**config.mk**
```make
export PLATFORM = sky130hd
export DESIGN_NAME = col_sqe_ctrl
export DESIGN_NICKNAME = d
export VERILOG_FILES = /design/src/rtl/col_sqe_pkg.sv /design/src/rtl/col_sqe_timer.sv /design/src/rtl/col_osc_gen.sv /design/src/rtl/col_led_stretch.sv /design/src/rtl/col_sqe_ctrl.sv
export SDC_FILE = /design/constraint.sdc
export NUM_CORES = 1
export LEC_CHECK = 0
export CORE_AREA = 4 4 76 78
export DETAILED_ROUTE_END_ITERATION = 16
export DIE_AREA = 0 0 80 82
export DONT_BUFFER_PORTS = 1
export PLACE_DENSITY_LB_ADDON = 0.12
export SLEW_MARGIN = 40
export SYNTH_ARGS = -nofsm -noshare
export SYNTH_HDL_FRONTEND = slang
export SYNTH_SLANG_ARGS = --single-unit
```
**constraint.sdc**
```tcl
create_clock -name clk -period 6.6 [get_ports clk]
set_input_delay 0.33 -clock clk [delete_from_list [all_inputs] [get_ports clk]]
set_output_delay 0.33 -clock clk [all_outputs]
set_load 0.005 [all_outputs]
```
**src/rtl/col_sqe_pkg.sv**
```systemverilog
package col_sqe_pkg;
    typedef enum logic [1:0] {
        SQE_IDLE  = 2'd0,
        SQE_WAIT  = 2'd1,
        SQE_BURST = 2'd2
    } sqe_state_e;
endpackage

```
**src/rtl/col_sqe_timer.sv**
```systemverilog
module col_sqe_timer
    import col_sqe_pkg::*;
#(
    parameter int SQE_DLY = 200,
    parameter int SQE_LEN = 200
) (
    input  logic clk,
    input  logic rst_n,
    input  logic tx_active,
    input  logic allow,
    output logic burst
);
    localparam int MAXC = (SQE_DLY > SQE_LEN) ? SQE_DLY : SQE_LEN;
    localparam int CW   = (MAXC > 1) ? $clog2(MAXC) : 1;

    typedef struct packed {
        sqe_state_e    st;
        logic [CW-1:0] cnt;
        logic          tx;
    } tmr_t;

    tmr_t cur_q, nxt_d;

    always_comb begin
        nxt_d    = cur_q;
        nxt_d.tx = tx_active;
        unique case (cur_q.st)
            SQE_IDLE: begin
                // falling edge of transmit arms the gap delay
                if (cur_q.tx && !tx_active && allow) begin
                    nxt_d.st  = SQE_WAIT;
                    nxt_d.cnt = CW'(SQE_DLY - 1);
                end
            end
            SQE_WAIT: begin
                if (tx_active) begin
                    nxt_d.st = SQE_IDLE;
                end else if (cur_q.cnt == '0) begin
                    nxt_d.st  = SQE_BURST;
                    nxt_d.cnt = CW'(SQE_LEN - 1);
                end else begin
                    nxt_d.cnt = cur_q.cnt - 1'b1;
                end
            end
            SQE_BURST: begin
                if (cur_q.cnt == '0) nxt_d.st = SQE_IDLE;
                else                 nxt_d.cnt = cur_q.cnt - 1'b1;
            end
            default: nxt_d.st = SQE_IDLE;
        endcase
    end

    always_ff @(posedge clk or negedge rst_n) begin
        if (!rst_n) cur_q <= '{st: SQE_IDLE, cnt: '0, tx: 1'b0};
        else        cur_q <= nxt_d;
    end

    assign burst = (cur_q.st == SQE_BURST);
endmodule

```
**src/rtl/col_osc_gen.sv**
```systemverilog
module col_osc_gen #(
    parameter int OSC_HALF = 10
) (
    input  logic clk,
    input  logic rst_n,
    input  logic en,
    output logic osc
);
    localparam int HW = (OSC_HALF > 1) ? $clog2(OSC_HALF) : 1;

    typedef struct packed {
        logic [HW-1:0] ph;
        logic          lvl;
    } osc_t;

    osc_t osc_q, osc_d;

    always_comb begin
        osc_d = osc_q;
        if (!en) begin
            osc_d.ph  = '0;
            osc_d.lvl = 1'b0;
        end else if (osc_q.ph == HW'(OSC_HALF - 1)) begin
            osc_d.ph  = '0;
            osc_d.lvl = ~osc_q.lvl;
        end else begin
            osc_d.ph = osc_q.ph + 1'b1;
        end
    end

    always_ff @(posedge clk or negedge rst_n) begin
        if (!rst_n) osc_q <= '0;
        else        osc_q <= osc_d;
    end

    assign osc = osc_q.lvl & en;
endmodule

```
**src/rtl/col_led_stretch.sv**
```systemverilog
module col_led_stretch #(
    parameter int LED_LEN = 3_200_000
) (
    input  logic clk,
    input  logic rst_n,
    input  logic trig,
    output logic led_n
);
    localparam int LW = $clog2(LED_LEN + 1);

    logic [LW-1:0] hold_q, hold_d;

    always_comb begin
        if (trig)                hold_d = LW'(LED_LEN);
        else if (hold_q != '0)   hold_d = hold_q - 1'b1;
        else                     hold_d = hold_q;
    end

    always_ff @(posedge clk or negedge rst_n) begin
        if (!rst_n) hold_q <= '0;
        else        hold_q <= hold_d;
    end

    assign led_n = (hold_q == '0);
endmodule

```
**src/rtl/col_sqe_ctrl.sv**
```systemverilog
module col_sqe_ctrl #(
    parameter int OSC_HALF = 10,
    parameter int SQE_DLY  = 200,
    parameter int SQE_LEN  = 200,
    parameter int LED_LEN  = 3_200_000
) (
    input  logic clk,
    input  logic rst_n,
    input  logic tx_active,
    input  logic rx_active,
    input  logic jabber_req,
    input  logic low_light,
    input  logic loop_off,
    input  logic sqe_en,
    output logic col_en,
    output logic col_osc,
    output logic rx_sel_fiber,
    output logic col_led_n
);
    typedef struct packed {
        logic col;
        logic jab;
        logic rxs;
    } top_t;

    top_t top_q, top_d;
    logic col_q;
    logic burst;
    logic sqe_allow;

    always_comb begin
        top_d     = top_q;
        top_d.col = !loop_off && tx_active && rx_active;
        top_d.jab = jabber_req;
        top_d.rxs = rx_active;
    end

    always_ff @(posedge clk or negedge rst_n) begin
        if (!rst_n) top_q <= '0;
        else        top_q <= top_d;
    end

    assign col_q     = top_q.col;
    assign sqe_allow = sqe_en && !low_light && !jabber_req;

    col_sqe_timer #(.SQE_DLY(SQE_DLY), .SQE_LEN(SQE_LEN)) u_tmr (
        .clk(clk), .rst_n(rst_n), .tx_active(tx_active),
        .allow(sqe_allow), .burst(burst)
    );

    assign col_en       = col_q | top_q.jab | burst;
    assign rx_sel_fiber = top_q.rxs;

    col_osc_gen #(.OSC_HALF(OSC_HALF)) u_osc (
        .clk(clk), .rst_n(rst_n), .en(col_en), .osc(col_osc)
    );

    col_led_stretch #(.LED_LEN(LED_LEN)) u_led (
        .clk(clk), .rst_n(rst_n), .trig(col_q), .led_n(col_led_n)
    );
endmodule

```
Word level (Yosys, flattened, before mapping)
Index checks and enable logic that the tools add are counted.
{"block": "word_totals", "wordCells": 57, "input_bits": 8, "reg_bits": 41}
{"block": "classes", "n_reduce_logical": 18, "eq_ne": 9, "mux": 14, "n_bitwise": 4, "addsub": 3}
{"cell": "22-bit two-way mux", "n": 2}
{"cell": "8-bit two-way mux", "n": 3}
{"cell": "8-bit one-hot mux with 3 select lines", "n": 1}
{"cell": "22-bit logical NOT", "n": 1}
{"cell": "22-bit nonzero test", "n": 1}
{"cell": "22-bit by 1-bit subtractor with 22-bit output (second input constant)", "n": 1}
{"cell": "10-bit two-way mux", "n": 1}
{"cell": "8-bit logical NOT", "n": 1}
{"cell": "8-bit by 1-bit subtractor with 8-bit output (second input constant)", "n": 1}
{"cell": "1-bit logical AND", "n": 6}
{"cell": "2-bit two-way mux", "n": 3}
{"cell": "2-bit != test (second input constant)", "n": 3}
{"cell": "2-bit one-hot mux with 3 select lines", "n": 1}
{"cell": "5-bit two-way mux", "n": 1}
{"cell": "4-bit by 1-bit adder with 4-bit output (second input constant)", "n": 1}
{"cell": "4-bit == test (second input constant)", "n": 1}
{"cell": "1-bit logical NOT", "n": 4}
{"cell": "4-bit two-way mux", "n": 1}
{"cell": "2-bit by 1-bit != test with 1-bit output (second input constant)", "n": 2}
{"cell": "4-bit AND reduction", "n": 1}
{"cell": "3-bit by 2-bit != test with 1-bit output (second input constant)", "n": 1}
{"cell": "3-bit AND reduction", "n": 1}
{"cell": "3-bit nonzero test", "n": 1}
{"cell": "2-bit by 1-bit == test with 1-bit output (second input constant)", "n": 1}
{"cell": "7 further kinds", "n": 8}

Logic depth before layout (Yosys ltp)
{"block": "depth", "word_depth": 6, "depth_mapped": 8, "mapped_depth_nobuf": 7}

Hierarchy
A second synthesis with hierarchy kept.
{"block": "hier_totals", "hier_cells": 236, "hier_area_um2": 2302.2}
{"mod": "col_led_stretch", "cells_each": 122, "instances": 1, "seq_area_each_um2": 550.5, "area_per_inst_um2": 1164.9}
{"mod": "col_sqe_timer", "cells_each": 85, "instances": 1, "seq_area_each_um2": 275.3, "area_per_inst_um2": 785.8}
{"mod": "col_osc_gen", "cells_each": 23, "instances": 1, "seq_area_each_um2": 125.1, "area_per_inst_um2": 254.0}
{"mod": "col_sqe_ctrl", "cells_each": 6, "instances": 1, "seq_area_each_um2": 75.1, "area_per_inst_um2": 97.6}

Worst setup path before layout
OpenSTA, ideal clock, no wires.
{"block": "synth_path", "path_kind": "register to register", "start": "register u_tmr.cur_q[1] (netlist bit)", "end": "register u_tmr.cur_q[7] (netlist bit)", "path_buffers": 0, "required_time_ns": 6.476, "t_arrival_ns": 2.005, "stages_incl_launch_ff": 8, "setup_slack_ns": 4.471, "path_cell_list": "dfrtp_1 > inv_1 > ha_1 > or4b_4 > or3_4 > o22ai_4 > nor2_1 > a211o_1"}
{"block": "synth_via", "elab_chain_len": 4, "elab_cells_between_ends": 8, "cone_classes": "1 x add/sub; 1 x eq/ne; 4 x mux; 2 x reduce/logical"}
{"item": "start, declared", "line_no": "col_sqe_timer.sv:22", "text": "tmr_t cur_q, nxt_d;"}
{"item": "start signal, assigned", "line_no": "col_sqe_timer.sv:54", "text": "if (!rst_n) cur_q <= '{st: SQE_IDLE, cnt: '0, tx: 1'b0};"}
{"item": "start signal, assigned", "line_no": "col_sqe_timer.sv:55", "text": "else cur_q <= nxt_d;"}
{"item": "8-bit by 1-bit subtractor with 8-bit output / 8-bit logical NOT (equally long branches)"}
{"item": "8-bit two-way mux", "line_no": "col_sqe_timer.sv:38", "text": "end else if (cur_q.cnt == '0) begin"}
{"item": "8-bit two-way mux", "line_no": "col_sqe_timer.sv:36", "text": "if (tx_active) begin"}
{"item": "8-bit one-hot mux with 3 select lines", "line_no": "col_sqe_timer.sv:27", "text": "unique case (cur_q.st)"}
Several ways; a longest one is shown, not always the timed one. The select of a mux whose other input is x is not followed.
A chain may end at the register's enable or synchronous reset.

Final worst setup path
{"block": "layout_path", "start": "register u_led.hold_q[0]", "end": "output port col_led_n"}
{"block": "layout_via", "elab_chain_len": 1}
{"item": "start, declared", "line_no": "col_led_stretch.sv:11", "text": "logic [LW-1:0] hold_q, hold_d;"}
{"item": "start signal, assigned", "line_no": "col_led_stretch.sv:21", "text": "else hold_q <= hold_d;"}
{"item": "22-bit logical NOT", "line_no": "col_led_stretch.sv:24", "text": "assign led_n = (hold_q == '0);"}
{"item": "end, declared", "line_no": "col_sqe_ctrl.sv:18", "text": "output logic col_led_n"}
No other way between the ends.

==> results.sh <==
export IMPL_place_port_buffers=0
export IMPL_area_delta_synth_final_pct=9.364
export IMPL_setup_violations=0
export IMPL_vias_per_cell=5.346
export IMPL_slew_headroom_pct=49.72
export IMPL_cts_tree="yes"
export IMPL_die_x_um=80
export IMPL_grt_pass1_wl_mm=7.514
export IMPL_via_count=1652
export IMPL_final_core_util_pct=48.37
export IMPL_slew_violations=0
export IMPL_synth_edf_count=0
export IMPL_switchingPower_mw=0.2872
export IMPL_period_share_pct=38.43
export IMPL_diodes=0
export IMPL_grt_overflow_total=0
export IMPL_rows=26
export IMPL_clock_fmax_mhz=394.2
export IMPL_gp_congestion=0.7897
export IMPL_ys_seq_elements=41
export IMPL_peakVddDrop_uv=136.2
export IMPL_status="finished clean"
export IMPL_power_share_combinational_pct=28.9
export IMPL_drive_above_1_share_pct=9.205
export IMPL_clkLatencyLatePin_ns=0.30
export IMPL_p_clk_share_pct=26.5
export IMPL_ant_nets=0
export IMPL_nNetsFinal=253
export IMPL_cts_root_buf="clkbuf_8"
export IMPL_antenna_found_initial=0
export IMPL_endpoint="col_led_n"
export IMPL_crit_arrival_ns=2.21
export IMPL_seqPwrFrac_pct=44.6
export IMPL_p_leak_nw=0.9880
export IMPL_internal_power_mw=0.5262
export IMPL_min_period_ns=2.537
export IMPL_drc=0
export IMPL_hold_class="in2reg"
export IMPL_syn_nets=249
export IMPL_final_common_cell="dfrtp_1"
export IMPL_cts_sinks=41
export IMPL_grt_pass1_vias=1662
export IMPL_cts_buffer_depth=2
export IMPL_timing_rr_start="u_tmr.cur_q[1]"
export IMPL_yosysSeqAreaShare_pct=45.71
export IMPL_rrSetupSlack_ns=4.19
export IMPL_synth_distinct_cells=47
export IMPL_htreeDepth=2
export IMPL_first_iter_violations=68
export IMPL_dieArea_um2=6560
export IMPL_track_usage_pct=14.70
export IMPL_skew_ns=0.008390
export IMPL_startpoint_type="flip-flop"
export IMPL_finalHoldViolCount=0
export IMPL_wl_per_cell_um=13.42
export IMPL_crit_start="u_led.hold_q[0]"
export IMPL_grt_setup_unrepaired="false"
export IMPL_core_area_um2=5075
export IMPL_reg2reg_depth=7
export IMPL_power_density_nw_per_um2=331.4
export IMPL_cts_buffers=5
export IMPL_layout_common_cells="41 x dfrtp_1, 34 x nor2_1, 17 x a21oi_1"
export IMPL_post_cts_resized=0
export IMPL_crit_required_ns=6.27
export IMPL_hold_buffers=2
export IMPL_dr_pass1_iters=4
export IMPL_cp_max_fo=10
export IMPL_regToRegEndpoint="u_tmr.cur_q[7]"
export IMPL_boundaryPins=12
export IMPL_switching_share_pct=35.31
export IMPL_async_flop_share_pct=100.0
export IMPL_nFillCells=509
export IMPL_initial_core_util_pct=44.23
export IMPL_dieHeight_um=82
export IMPL_grt_max_degree=42
export IMPL_totalWireLength_mm=4.148
export IMPL_clk_pin_slew_ns=0.09
export IMPL_whs_ns=0.05314
export IMPL_netlist_area_um2=2245
export IMPL_crit_type="reg2out"
export IMPL_end_kind="output pin"
export IMPL_maxCapViolations=0
export IMPL_setup_tns_ns=0
export IMPL_post_dp_hpwl_mm=2.869
export IMPL_yosys_warnings=0
export IMPL_synth_cells=234
export IMPL_postCtsSetupBuffers=0
export IMPL_synth_ff_type="dfrtp_1"
export IMPL_syn_area_per_cell_um2=9.593
export IMPL_tightest_slew_ns=0.7541
[cells by family (layout without fill, tap and decap cells)]
kind of cell / Yosys count / after routing / share of synthesized area [%]
AND/OR/NAND/NOR: 99 / 99 / 25.42
AO/OA/AOI/OAI: 55 / 55 / 15.66
flip-flops: 41 / 41 / 45.71
XOR/XNOR: 16 / 16 / 6.243
buffers and inverters: 16 / 21 / 3.066
adder cells (fa/ha/maj): 7 / 7 / 3.902
[critical path, cell delays in order, from the launching register on]
cell,delay [ns]
dfrtp_1,0.39
inv_1,0.09
ha_1,0.20
nor3b_4,0.44
nand4_1,0.46
nor2_2,0.33
[layer usage]
| metal | share of wire [%] | GRT usage [%] | up-vias |
|---|---|---|---|
| li1 | - | - | 841 |
| met1 | 49 | 18.49 | 788 |
| met2 | 47 | 24.01 | 18 |
| met3 | 2.9 | 3.838 | 5 |
| met4 | 1.5 | 6.081 | 0 |
| met5 | 0 | 0 | - |
[through the flow]
step	cell area [um2]	instances	setup WS, ns	power, mW
global placement	2305	299	4.267	0.5943
finish	2455	309	4.063	0.8135
floorplan	2245	234	4.471	0.5484
CTS	2455	309	4.039	0.8238
detailed placement	2305	299	4.214	0.5958
global route	2455	309	3.850	0.8765
[state kept, by name (all words and copies together) (netlist names)]
signal and flops:
u_led.hold_q 22, u_tmr.cur_q 11, u_osc.osc_q 5, col_q 1, rx_sel_fiber 1, top_q 1
[worst min path at each step]
stage	startpoint	endpoint	slack (ns)	cells past startpoint
floorplan	rst_n	col_q	0.03	0
global placement	rst_n	u_led.hold_q[14]	0.04	0
detailed placement	rst_n	u_led.hold_q[14]	0.04	0
CTS	rx_active	rx_sel_fiber	0.04	0
global route	jabber_req	top_q[1]	0.03	0
finish	jabber_req	top_q[1]	0.05	0
[Yosys cell counts, drive strengths merged, types with 2 or more instances]
library cell | instances | area (um2)
o21ai | 17 | 85.08
and2 | 2 | 12.51
o22ai | 2 | 26.28
ha | 7 | 87.58
a21oi | 17 | 85.08
nand4 | 2 | 12.51
nand2b | 5 | 31.28
buf | 2 | 16.26
a31oi | 3 | 18.77
inv | 11 | 41.29
or4 | 3 | 26.27
or2 | 4 | 25.03
xor2 | 6 | 52.55
nor3b | 2 | 26.28
nand3 | 3 | 15.01
nand2 | 9 | 33.78
nor2b | 4 | 25.02
a2111oi | 2 | 17.52
a211o | 4 | 36.29
a211oi | 6 | 50.05
clkbuf | 3 | 11.26
nor4 | 9 | 86.33
or3 | 8 | 55.05
nand3b | 2 | 15.01
nor3 | 7 | 35.03
xnor2 | 10 | 87.58
dfrtp | 41 | 1026
nor2 | 35 | 133.9
[final cells by class]
type                    instances  area (um2)  share of cell area (%)
multi-input cells             177        1150                   46.84
flip-flops and latches         41        1026                   41.79
well taps                      70       87.58                   3.568
clock buffers                   6       82.58                   3.364
inverters                      11       41.29                   1.682
clock inverters                 2       37.54                   1.529
repair buffers                  2       30.03                   1.223
[power by group through the flow]
stage | clock [mW] | combinational (mW) | sequential, mW
6_report | 0.216 | 0.235 | 0.363
5_1_grt | 0.234 | 0.270 | 0.372
4_1_cts | 0.224 | 0.237 | 0.363
3_5_place_dp | 0 | 0.229 | 0.367
3_3_place_gp | 0 | 0.227 | 0.367
2_1_floorplan | 0 | 0.196 | 0.352
No activity file was read; power rests on OpenSTA's default activity.
